===== src/rtl/fpcvt_pkg.sv =====
package fpcvt_pkg;
  localparam int unsigned SP_W   = 32;
  localparam int unsigned SP_EW  = 8;
  localparam int unsigned SP_MW  = 23;
  localparam int unsigned HP_W   = 16;
  localparam int unsigned HP_EW  = 5;
  localparam int unsigned HP_MW  = 10;
  localparam int unsigned SP_BIAS = 127;
  localparam int unsigned HP_BIAS = 15;
  localparam int unsigned BIAS_D  = SP_BIAS - HP_BIAS;          // 112
  localparam int unsigned DROP_W  = SP_MW - HP_MW;              // 13
  localparam int unsigned LZ_W    = $clog2(HP_MW + 1);

  typedef enum logic [1:0] {
    RM_NEAR_EVEN = 2'd0,
    RM_UP        = 2'd1,
    RM_DOWN      = 2'd2,
    RM_ZERO      = 2'd3
  } rmode_e;

  // leading zeros of a half mantissa
  function automatic logic [LZ_W-1:0] lzc_hm(input logic [HP_MW-1:0] v);
    logic [LZ_W-1:0] n;
    logic            hit;
    n   = '0;
    hit = 1'b0;
    for (int i = HP_MW - 1; i >= 0; i--) begin
      if (!hit && v[i]) hit = 1'b1;
      else if (!hit) n = n + 1'b1;
    end
    return n;
  endfunction
endpackage


===== src/rtl/fpcvt_narrow.sv =====
module fpcvt_narrow
  import fpcvt_pkg::*;
(
  input  logic [SP_W-1:0] sp_i,
  input  logic [1:0]      rmode_i,
  output logic [HP_W-1:0] hp_o
);
  localparam int unsigned SIG_W   = SP_MW + 1;
  localparam int unsigned PAD_W   = 40;
  localparam int unsigned X_W     = SIG_W + PAD_W;
  localparam int unsigned KEEP_LO = X_W - HP_MW - 1;
  localparam int unsigned SH_MAX  = 31;
  localparam int unsigned SUB_EXP = BIAS_D + 1;                  // 113
  localparam int unsigned OVF_EXP = BIAS_D + (1 << HP_EW) - 1;   // 143

  logic              sgn;
  logic [SP_EW-1:0]  exp;
  logic [SP_MW-1:0]  man;
  logic [SIG_W-1:0]  sig;
  logic [5:0]        sh;
  logic [X_W-1:0]    x;
  logic [HP_MW:0]    keep;
  logic              guard, sticky, inc;
  logic [HP_EW-1:0]  hexp;
  logic [HP_W-1:0]   sum;

  assign sgn = sp_i[SP_W-1];
  assign exp = sp_i[SP_W-2 -: SP_EW];
  assign man = sp_i[SP_MW-1:0];
  assign sig = {|exp, man};

  always_comb begin
    if (exp >= SP_EW'(SUB_EXP)) sh = '0;
    else if ((SUB_EXP - 32'(exp)) > SH_MAX) sh = 6'(SH_MAX);
    else sh = 6'(SUB_EXP - 32'(exp));
  end

  // align so the kept half significand sits at the top
  assign x      = {sig, {PAD_W{1'b0}}} >> sh;
  assign keep   = x[X_W-1 -: HP_MW+1];
  assign guard  = x[KEEP_LO-1];
  assign sticky = |x[KEEP_LO-2:0];

  always_comb begin
    unique case (rmode_e'(rmode_i))
      RM_NEAR_EVEN: inc = guard & (sticky | keep[0]);
      RM_UP:        inc = ~sgn & (guard | sticky);
      RM_DOWN:      inc = sgn & (guard | sticky);
      default:      inc = 1'b0;
    endcase
  end

  assign hexp = (sh == '0) ? HP_EW'(exp - SP_EW'(BIAS_D)) : '0;
  // mantissa carry ripples into the exponent; 0x7C00 is infinity
  assign sum  = {1'b0, hexp, keep[HP_MW-1:0]} + HP_W'(inc);

  always_comb begin
    if (exp == '1)
      hp_o = (man != '0) ? {sgn, {HP_EW{1'b1}}, 1'b1, {(HP_MW-1){1'b0}}}
                         : {sgn, {HP_EW{1'b1}}, {HP_MW{1'b0}}};
    else if (exp >= SP_EW'(OVF_EXP))
      hp_o = {sgn, {HP_EW{1'b1}}, {HP_MW{1'b0}}};
    else
      hp_o = {sgn, sum[HP_W-2:0]};
  end
endmodule


===== src/rtl/fpcvt_widen.sv =====
module fpcvt_widen
  import fpcvt_pkg::*;
(
  input  logic [HP_W-1:0] hp_i,
  output logic [SP_W-1:0] sp_o
);
  logic             sgn;
  logic [HP_EW-1:0] exp;
  logic [HP_MW-1:0] man;
  logic [LZ_W-1:0]  lz;
  logic [HP_MW-1:0] nman;
  logic [SP_EW-1:0] nexp;

  assign sgn  = hp_i[HP_W-1];
  assign exp  = hp_i[HP_W-2 -: HP_EW];
  assign man  = hp_i[HP_MW-1:0];
  assign lz   = lzc_hm(man);
  // shift leading one out as the hidden bit
  assign nman = man << (lz + LZ_W'(1));
  assign nexp = SP_EW'(BIAS_D) - SP_EW'(lz);

  always_comb begin
    if (exp == '1)
      sp_o = (man != '0) ? {sgn, {SP_EW{1'b1}}, 1'b1, {(SP_MW-1){1'b0}}}
                         : {sgn, {SP_EW{1'b1}}, {SP_MW{1'b0}}};
    else if (exp == '0)
      sp_o = (man == '0) ? {sgn, {(SP_W-1){1'b0}}}
                         : {sgn, nexp, nman, {DROP_W{1'b0}}};
    else
      sp_o = {sgn, SP_EW'(exp) + SP_EW'(BIAS_D), man, {DROP_W{1'b0}}};
  end
endmodule


===== src/rtl/fpcvt_half_single.sv =====
module fpcvt_half_single
  import fpcvt_pkg::*;
#(
  parameter int unsigned OPC_W      = 10,
  parameter int unsigned OPC_NARROW = 10,
  parameter int unsigned OPC_WIDEN  = 11
) (
  input  logic             clk_i,
  input  logic             rst_ni,
  input  logic             in_valid_i,
  input  logic [OPC_W-1:0] opcode_i,
  input  logic [SP_W-1:0]  operand_i,
  input  logic [1:0]       rmode_i,
  output logic             out_valid_o,
  output logic [SP_W-1:0]  result_o
);
  logic [HP_W-1:0] nar_w;
  logic [SP_W-1:0] wid_w;
  logic [SP_W-1:0] next_w;
  logic            valid_q;
  logic [SP_W-1:0] res_q;

  fpcvt_narrow u_narrow (
    .sp_i    (operand_i),
    .rmode_i (rmode_i),
    .hp_o    (nar_w)
  );

  fpcvt_widen u_widen (
    .hp_i (operand_i[HP_W-1:0]),
    .sp_o (wid_w)
  );

  always_comb begin
    if (opcode_i == OPC_W'(OPC_NARROW))     next_w = {{(SP_W-HP_W){1'b0}}, nar_w};
    else if (opcode_i == OPC_W'(OPC_WIDEN)) next_w = wid_w;
    else                                    next_w = '0;
  end

  always_ff @(posedge clk_i or negedge rst_ni) begin
    if (!rst_ni) begin
      valid_q <= 1'b0;
      res_q   <= '0;
    end else begin
      valid_q <= in_valid_i;
      if (in_valid_i) res_q <= next_w;
    end
  end

  assign out_valid_o = valid_q;
  assign result_o    = res_q;

  AST_VALID_FOLLOWS: assert property (@(posedge clk_i) disable iff (!rst_ni)
    in_valid_i |=> out_valid_o) else $error("valid lost");
  AST_NO_SPURIOUS_VALID: assert property (@(posedge clk_i) disable iff (!rst_ni)
    !in_valid_i |=> !out_valid_o) else $error("spurious valid");
  AST_HOLD_IDLE: assert property (@(posedge clk_i) disable iff (!rst_ni)
    !in_valid_i |=> $stable(result_o)) else $error("result moved");
  AST_NARROW_UPPER_ZERO: assert property (@(posedge clk_i) disable iff (!rst_ni)
    (in_valid_i && opcode_i == OPC_W'(OPC_NARROW)) |=> result_o[SP_W-1:HP_W] == '0)
    else $error("upper bits set");
  AST_NARROW_SIGN: assert property (@(posedge clk_i) disable iff (!rst_ni)
    (in_valid_i && opcode_i == OPC_W'(OPC_NARROW)) |=> result_o[HP_W-1] == $past(operand_i[SP_W-1]))
    else $error("narrow sign");
  AST_WIDEN_SIGN: assert property (@(posedge clk_i) disable iff (!rst_ni)
    (in_valid_i && opcode_i == OPC_W'(OPC_WIDEN)) |=> result_o[SP_W-1] == $past(operand_i[HP_W-1]))
    else $error("widen sign");
  AST_NO_OVERFLOW: assert property (@(posedge clk_i) disable iff (!rst_ni)
    (in_valid_i && opcode_i == OPC_W'(OPC_NARROW) && operand_i[SP_W-2 -: SP_EW] != '1
      && operand_i[SP_W-2 -: SP_EW] >= 8'd143)
    |=> result_o[HP_W-2:0] == 15'h7C00) else $error("overflow not inf");
  AST_OTHER_ZERO: assert property (@(posedge clk_i) disable iff (!rst_ni)
    (in_valid_i && opcode_i != OPC_W'(OPC_NARROW) && opcode_i != OPC_W'(OPC_WIDEN))
    |=> result_o == '0) else $error("other opcode");
endmodule


===== config.mk =====
export PLATFORM = sky130hd
export DESIGN_NAME = fpcvt_half_single
export DESIGN_NICKNAME = d
export VERILOG_FILES = /design/src/rtl/fpcvt_pkg.sv /design/src/rtl/fpcvt_narrow.sv /design/src/rtl/fpcvt_widen.sv /design/src/rtl/fpcvt_half_single.sv
export SDC_FILE = /design/constraint.sdc
export NUM_CORES = 1
export LEC_CHECK = 0
export ABC_AREA = 1
export BUFFER_PORTS_ARGS = -buffer_cell sky130_fd_sc_hd__buf_2
export CAP_MARGIN = 40
export CORE_UTILIZATION = 30
export DETAILED_ROUTE_END_ITERATION = 10
export GPL_ROUTABILITY_DRIVEN = 0
export HOLD_SLACK_MARGIN = 0.03
export PLACE_DENSITY_LB_ADDON = 0.1
export SYNTH_ARGS = -nofsm -noshare
export SYNTH_HDL_FRONTEND = slang
export SYNTH_SLANG_ARGS = --single-unit

===== constraint.sdc =====
create_clock -name clk_i -period 0.95 [get_ports clk_i]
set_input_delay 0.0475 -clock clk_i [delete_from_list [all_inputs] [get_ports clk_i]]
set_output_delay 0.0475 -clock clk_i [all_outputs]
set_load 0.005 [all_outputs]

* Word-level counts from Yosys, hierarchy flattened
Cells that the tools add are included.
Widths: inputs -> output; s select.
** Storage, ports and cells
- Output and inout bits :: 33
- Flip-flop bits (word level) :: 33
- Word-level logic and storage cells :: 101
- Bits of input ports :: 47
** Operators by class
- Shift operators :: 2
- $lt $le $gt $ge :: 3
- Bitwise operators :: 6
- Equality and inequality tests :: 6
- $add $sub $neg :: 15
- Muxes and demuxes :: 41
- Reduce and logical (&&, ||, !) cells :: 26
** Operators with widths (count)
- $mux 31 :: 3
- $mux 4 :: 18
- $mux 32 :: 2
- $shr 64x6->63 :: 1
- $reduce_or 52->1 :: 1
- $add 4x1->4 const B :: 10
- $gt 32x5->1 const B :: 1
- $mux 15 :: 2
- $mux 23 :: 1
- $reduce_bool 23->1 :: 1
- $eq 10x4->1 const B :: 2
- $add 15x1->15 :: 1
- $mux 6 :: 2
- $logic_not 10->1 :: 1
- $mux 1 :: 10
- $mux 10 :: 1
- $reduce_bool 10->1 :: 1
- $shl 10x4->10 :: 1
- $logic_and 1x1->1 :: 9
- $logic_not 1->1 :: 9
- $sub 7x8->9 const A :: 1
- $add 5x7->8 const B :: 1
- $eq 8x8->1 const B :: 1
- $ge 8x7->1 const B :: 1
- 15 further kinds :: 18

* Longest topological paths before layout
- Depth after elaboration :: 35
- Gate-level depth with buffers :: 41
- Depth with buffers taken out :: 39

* Hierarchy
Synthesis repeated with hierarchy kept, for this count alone.
** Unflattened totals
- Cell total of the unflattened synthesis :: 874
- Area, all modules :: 5250.0 um^2
** Modules (own cells, without submodules)
- fpcvt_narrow :: area each 2108.3 um^2, instances 1, sequential area each 0.0 um^2, cells each 403
- fpcvt_half_single :: area each 1682.9 um^2, instances 1, sequential area each 825.8 um^2, cells each 207
- fpcvt_widen :: area each 1458.9 um^2, instances 1, sequential area each 0.0 um^2, cells each 264

* Least setup slack after synthesis
Ideal clock, no wire load.
- Path kind :: input-to-reg
- From :: input operand_i[8]
- To :: register res_q[21], in the netlist result_o[21]
- Data arrival time :: 5.223 ns
- Required time :: 0.833 ns
- Setup time :: 0.117 ns
- Buffers on the path :: 2
- Stages on the path :: 40
- Setup slack :: -4.390 ns
- Cell sequence :: inv_1 > nor2_1 > ha_1 > inv_1 > o21ai_0 > ha_1 > inv_1 > nor2_1 > o21ai_1 > inv_1 > ha_1 > o21ai_0 > a21oi_1 > ha_1 > o21ai_1 > nand2_1 > o21ai_1 > inv_2 > [... 4 more ...] > o21ai_2 > nor2_4 > ha_1 > inv_1 > nand2_1 > o21ai_1 > inv_1 > ha_1 > clkbuf_1 > inv_1 > clkbuf_1 > o211ai_1 > o21ai_0 > nand2_1 > nand3_1 > nand3_1 > nand2_1 > nand2_1
** Between the ends
- Cells in the longest elaborated chain, start to end :: 33
- Elaborated cells on any way between the ends :: 58
- Classes of those cells :: add/sub: 9; shift: 1; mux: 30; reduce/logical: 18
** RTL lines
- from (decl) :: line fpcvt_half_single.sv:12 : input logic [SP_W-1:0] operand_i,
- $logic_and 1x1->1 :: line fpcvt_pkg.sv:28 : if (!hit && v[i]) hit = 1'b1;
- $mux 4 or $mux 1 (tied branches) :: line fpcvt_pkg.sv:28
- $add 4x1->4 or $logic_not 1->1 (tied branches) :: line fpcvt_pkg.sv:29, fpcvt_pkg.sv:28
- $mux 4 or $logic_and 1x1->1 (tied branches) :: line fpcvt_pkg.sv:29, fpcvt_pkg.sv:28
- $mux 4 or $mux 1 (tied branches) :: line fpcvt_pkg.sv:28
- $add 4x1->4 or $logic_not 1->1 (tied branches) :: line fpcvt_pkg.sv:29, fpcvt_pkg.sv:28
- $mux 4 or $logic_and 1x1->1 (tied branches) :: line fpcvt_pkg.sv:29, fpcvt_pkg.sv:28
- $mux 4 or $mux 1 (tied branches) :: line fpcvt_pkg.sv:28
- [... 17 more ...]
- $mux 4 :: line fpcvt_pkg.sv:28
- $add 4x1->4 :: line fpcvt_widen.sv:19 : assign nman = man << (lz + LZ_W'(1));
- $shl 10x4->10 :: line fpcvt_widen.sv:19
- $mux 31 :: line fpcvt_widen.sv:27 : sp_o = (man == '0) ? {sgn, {(SP_W-1){1'b0}}}
- $mux 31 * :: line fpcvt_widen.sv:26 : else if (exp == '0)
- $mux 31 * :: line fpcvt_widen.sv:23 : if (exp == '1)
- $mux 32 * :: line fpcvt_half_single.sv:36 : else if (opcode_i == OPC_W'(OPC_WIDEN)) next_w = wid_w;
- $mux 32 * :: line fpcvt_half_single.sv:35 : if (opcode_i == OPC_W'(OPC_NARROW)) next_w = {{(SP_W-HP_W){1'b0}}, nar_w};
- to (signal assigned) :: line fpcvt_half_single.sv:46 : if (in_valid_i) res_q <= next_w;
- to (decl) :: line fpcvt_half_single.sv:21 : logic [SP_W-1:0] res_q;
Mark *: on every way between the ends. The rest lies on a longest branch, timed or not.
A chain may end at the register's enable or synchronous reset.

* Worst setup path in the final report
- From :: input operand_i[8]
- To :: register res_q[20], in the netlist result_o[20]
** Between the ends
- Cells in the longest elaborated chain, start to end :: 33
- Elaborated cells on any way between the ends :: 58
- Classes of those cells :: add/sub: 9; shift: 1; mux: 30; reduce/logical: 18
** RTL lines (line)
- $logic_and 1x1->1 :: fpcvt_pkg.sv:28
- $mux 4 or $mux 1 (tied branches) :: fpcvt_pkg.sv:28
- $add 4x1->4 or $logic_not 1->1 (tied branches) :: fpcvt_pkg.sv:29, fpcvt_pkg.sv:28
- $mux 4 or $logic_and 1x1->1 (tied branches) :: fpcvt_pkg.sv:29, fpcvt_pkg.sv:28
- $mux 4 or $mux 1 (tied branches) :: fpcvt_pkg.sv:28
- $add 4x1->4 or $logic_not 1->1 (tied branches) :: fpcvt_pkg.sv:29, fpcvt_pkg.sv:28
- $mux 4 or $logic_and 1x1->1 (tied branches) :: fpcvt_pkg.sv:29, fpcvt_pkg.sv:28
- $mux 4 or $mux 1 (tied branches) :: fpcvt_pkg.sv:28
- [... 17 more ...]
- $mux 4 :: fpcvt_pkg.sv:28
- $add 4x1->4 :: fpcvt_widen.sv:19
- $shl 10x4->10 :: fpcvt_widen.sv:19
- $mux 31 * :: fpcvt_widen.sv:27
- $mux 31 * :: fpcvt_widen.sv:26
- $mux 31 * :: fpcvt_widen.sv:23
- $mux 32 * :: fpcvt_half_single.sv:36
- $mux 32 * :: fpcvt_half_single.sv:35
Marked as above.

==> out/qor.txt <==
Status = finished with violations
Failing checks = setup timing
CTS tree = yes
Vias = 6256
FF+latch count, synth = 32
Final max-slew violation count = 0
Worst Path Required = 1110 ps
Slew HR = 57.03%
Later-pin clock latency in the skew report = 270 ps
Hold_ws = 194.2 ps
Root Buffer Master = clkbuf_16
Crit-path slowest cell = ha_4
First-pass GRT wire length = 29.21 mm
Die W = 126.7 µm
Finished Core Util = 56.77%
Critical Path End Type = register
Drt first-iter violations = 263
Core ar. = 0.01520 mm²
Final worst slack = -3370 ps
GRT Residual Overflow = 0
Ys flop type = dfrtp_1
IO Port Bufs = 79
Area delta synth->final = 85.08%
Largest net degree at the start of global routing = 33
Post-synth EDFFs = 0
Crit Path Category = input port to register
FMAX = 231.5 MHz
Maximum VDD drop = 0.0005132 V
MaxCap Viol Count = 0
Row Count = 45
Delay-heaviest family, CP = adder cells
Post-Synthesis Cells = 808
Via density = 4.772
Layout filler cell count = 1482
Worst-path clk slew = 50 ps
Hpwl dp = 13.29 mm
Sink Count = 32
Final setup fails = 32
Die H = 126.7 µm
Die area = 0.01605 mm²
Worst Path Buf+Inv = 9
Main area contributors after synthesis = nand2_1, dfrtp_1, nand3_1, inv_1, nor2_1
Area leader, netlist = nand2_1
Max incr delay on CP = 320 ps
DRC violations left = 0
Hold crit path type = input port to register
DR pass1 iterations = 4
Post-Syn Nets = 870
HP Start = operand_i[15]
Final Skew = 0 ps
CTS Buf Count = 5
RSZ-0062 raised after global routing = true
Initial Util = 30.67%
Routed WL = 18.06 mm
Hold Vio Cnt, Final = 0
Worst setup startpoint = operand_i[8]
Critical path arrival = 4480 ps
Fin crit period = 4320 ps
Top cell type's share of synthesized area = 20.85%
Critical path's most frequent cell = o21ai_2
Avg Cell Area, Syn = 5.771 µm²
Max Root-Sink Buffers = 2
Average wire per standard cell = 13.78 µm
Tcrit/Tclk final = 454.7%
Worst reg2reg path startpoint = result_o[15]$_DFFE_PN0P_
Post-synth ARST share = 100.0%
Leakage = 4.535 nW
Antenna Cells = 0
Antenna violations before repair = 0
Most common cell after layout, fill and taps aside = buf_4
Top-Level Pins = 80
Mapped cell area = 0.004663 mm²
Number of global-route vias before repair = 5979
Routed Antenna Nets = 0
NumNets Final = 1184
Sequential area share after synthesis = 17.17%
Tot Pwr = 6.763 mW
Yosys warns = 0
Share of post-route cells with drive strength above 1 = 52.00%
Crit Path Max Fanout = 5
Worst-Margin Slew = 637.8 ps
Htree depth = 2
Most frequent cells in the layout = buf_4, nand2_1, nand3_1
PD cells = 783.6 mW/mm²
Library cells used by synthesis = 44
Global Route Usage Sum = 22.15%
Critical path launch point type = input port
## sequential cells by signal, summed over array words and instances, names as in the netlist
| register | cells |
|---|---|
| result_o | 31 |
| out_valid_o | 1 |
## cell usage after synthesis, types with 4 or more instances
master and number:
nand2_1 259, nand3_1 140, inv_1 89, nor2_1 61
o21ai_0 34, dfrtp_1 32, a21oi_1 17, ha_1 15
o21ai_1 15, nand2_2 14, buf_2 11, inv_2 11
nand3_2 9, nor4_1 9, clkbuf_1 8, nand4_1 8
nor2_4 8, nand2_4 6, buf_4 5, nand3b_1 5
nor2_2 5, nor3_1 5, clkinv_1 4
## worst paths after layout
| kind | endpoint | slack [ps] | depth (start not counted) |
|---|---|---|---|
| max | result_o[20]$_DFFE_PN0P_ | -3370 | 38 |
| min | result_o[31]$_DFFE_PN0P_ | 190 | 4 |
| max in group asynchronous | result_o[10]$_DFFE_PN0P_ | 510 | 3 |
| max reg2reg | result_o[15]$_DFFE_PN0P_ | -50 | 4 |
| min reg2reg | result_o[18]$_DFFE_PN0P_ | 470 | 2 |
| min in group asynchronous | result_o[13]$_DFFE_PN0P_ | 270 | 3 |
## power by group
group          switching [mW]  leakage [nW]  internal [mW]
logic                    2.02          4.02           1.79
clock network           0.536        0.0712           1.04
registers            0.000845         0.445           1.37
## area by class of cell
cell class,instances,area [µm²],share of cell area (%)
Timing Repair Buffer,331,2650,30.70
Timing Repair inverter,2,15.01,0.1740
Inverter,104,452.9,5.248
Multi-Input combinational cell,646,4330,50.17
Sequential cell,32,800.8,9.278
Clock buffer,8,146.4,1.696
Tap cell,188,235.2,2.725
## cell families after synthesis
kind of cell | synth area share (%)
AND/OR/NAND/NOR | 55.33
buffers and inverters | 11.73
AO/OA/AOI/OAI | 11.00
adder cells (fa/ha/maj) | 4.025
flip-flops | 17.17
XOR/XNOR | 0.7514
## worst min-delay path: stages
cell and delay [ps]:
buf_2 120, inv_1 60, buf_4 140, o21ai_2 50
## stage by stage
step                      cell area [µm²]  setup WS (ps)  TNS, ps  cells
after floorplan                      4892          -3635   -71300    808
after global placement               6793          -3754   -83760   1231
after detailed placement             6793          -3828   -84740   1231
after CTS                            8009          -3324   -71400   1295
after global routing                 8631          -3696   -80440   1311
final                                8631          -3370   -73030   1311
## metal layers
metal | GRT usage, % | part of all wire [%] | vias to the layer above
li1 | - | - | 3274
met1 | 31.95 | 50 | 2830
met2 | 36.20 | 46 | 142
met3 | 1.561 | 3.5 | 10
met4 | 4.552 | 0.70 | 0
met5 | 0 | 0 | -
## repair_timing
item / 4_1_cts / 5_1_grt
hold endpoints to repair: 33 / 0
hold buffers: 2 / 0
pin swaps: 59 / 79
endpoints found under the setup margin: 32 / 32
gates cloned: 4 / 2
setup buffers: 52 / 19
gates resized for setup: 161 / 119
(Power assumes the default switching activity.)
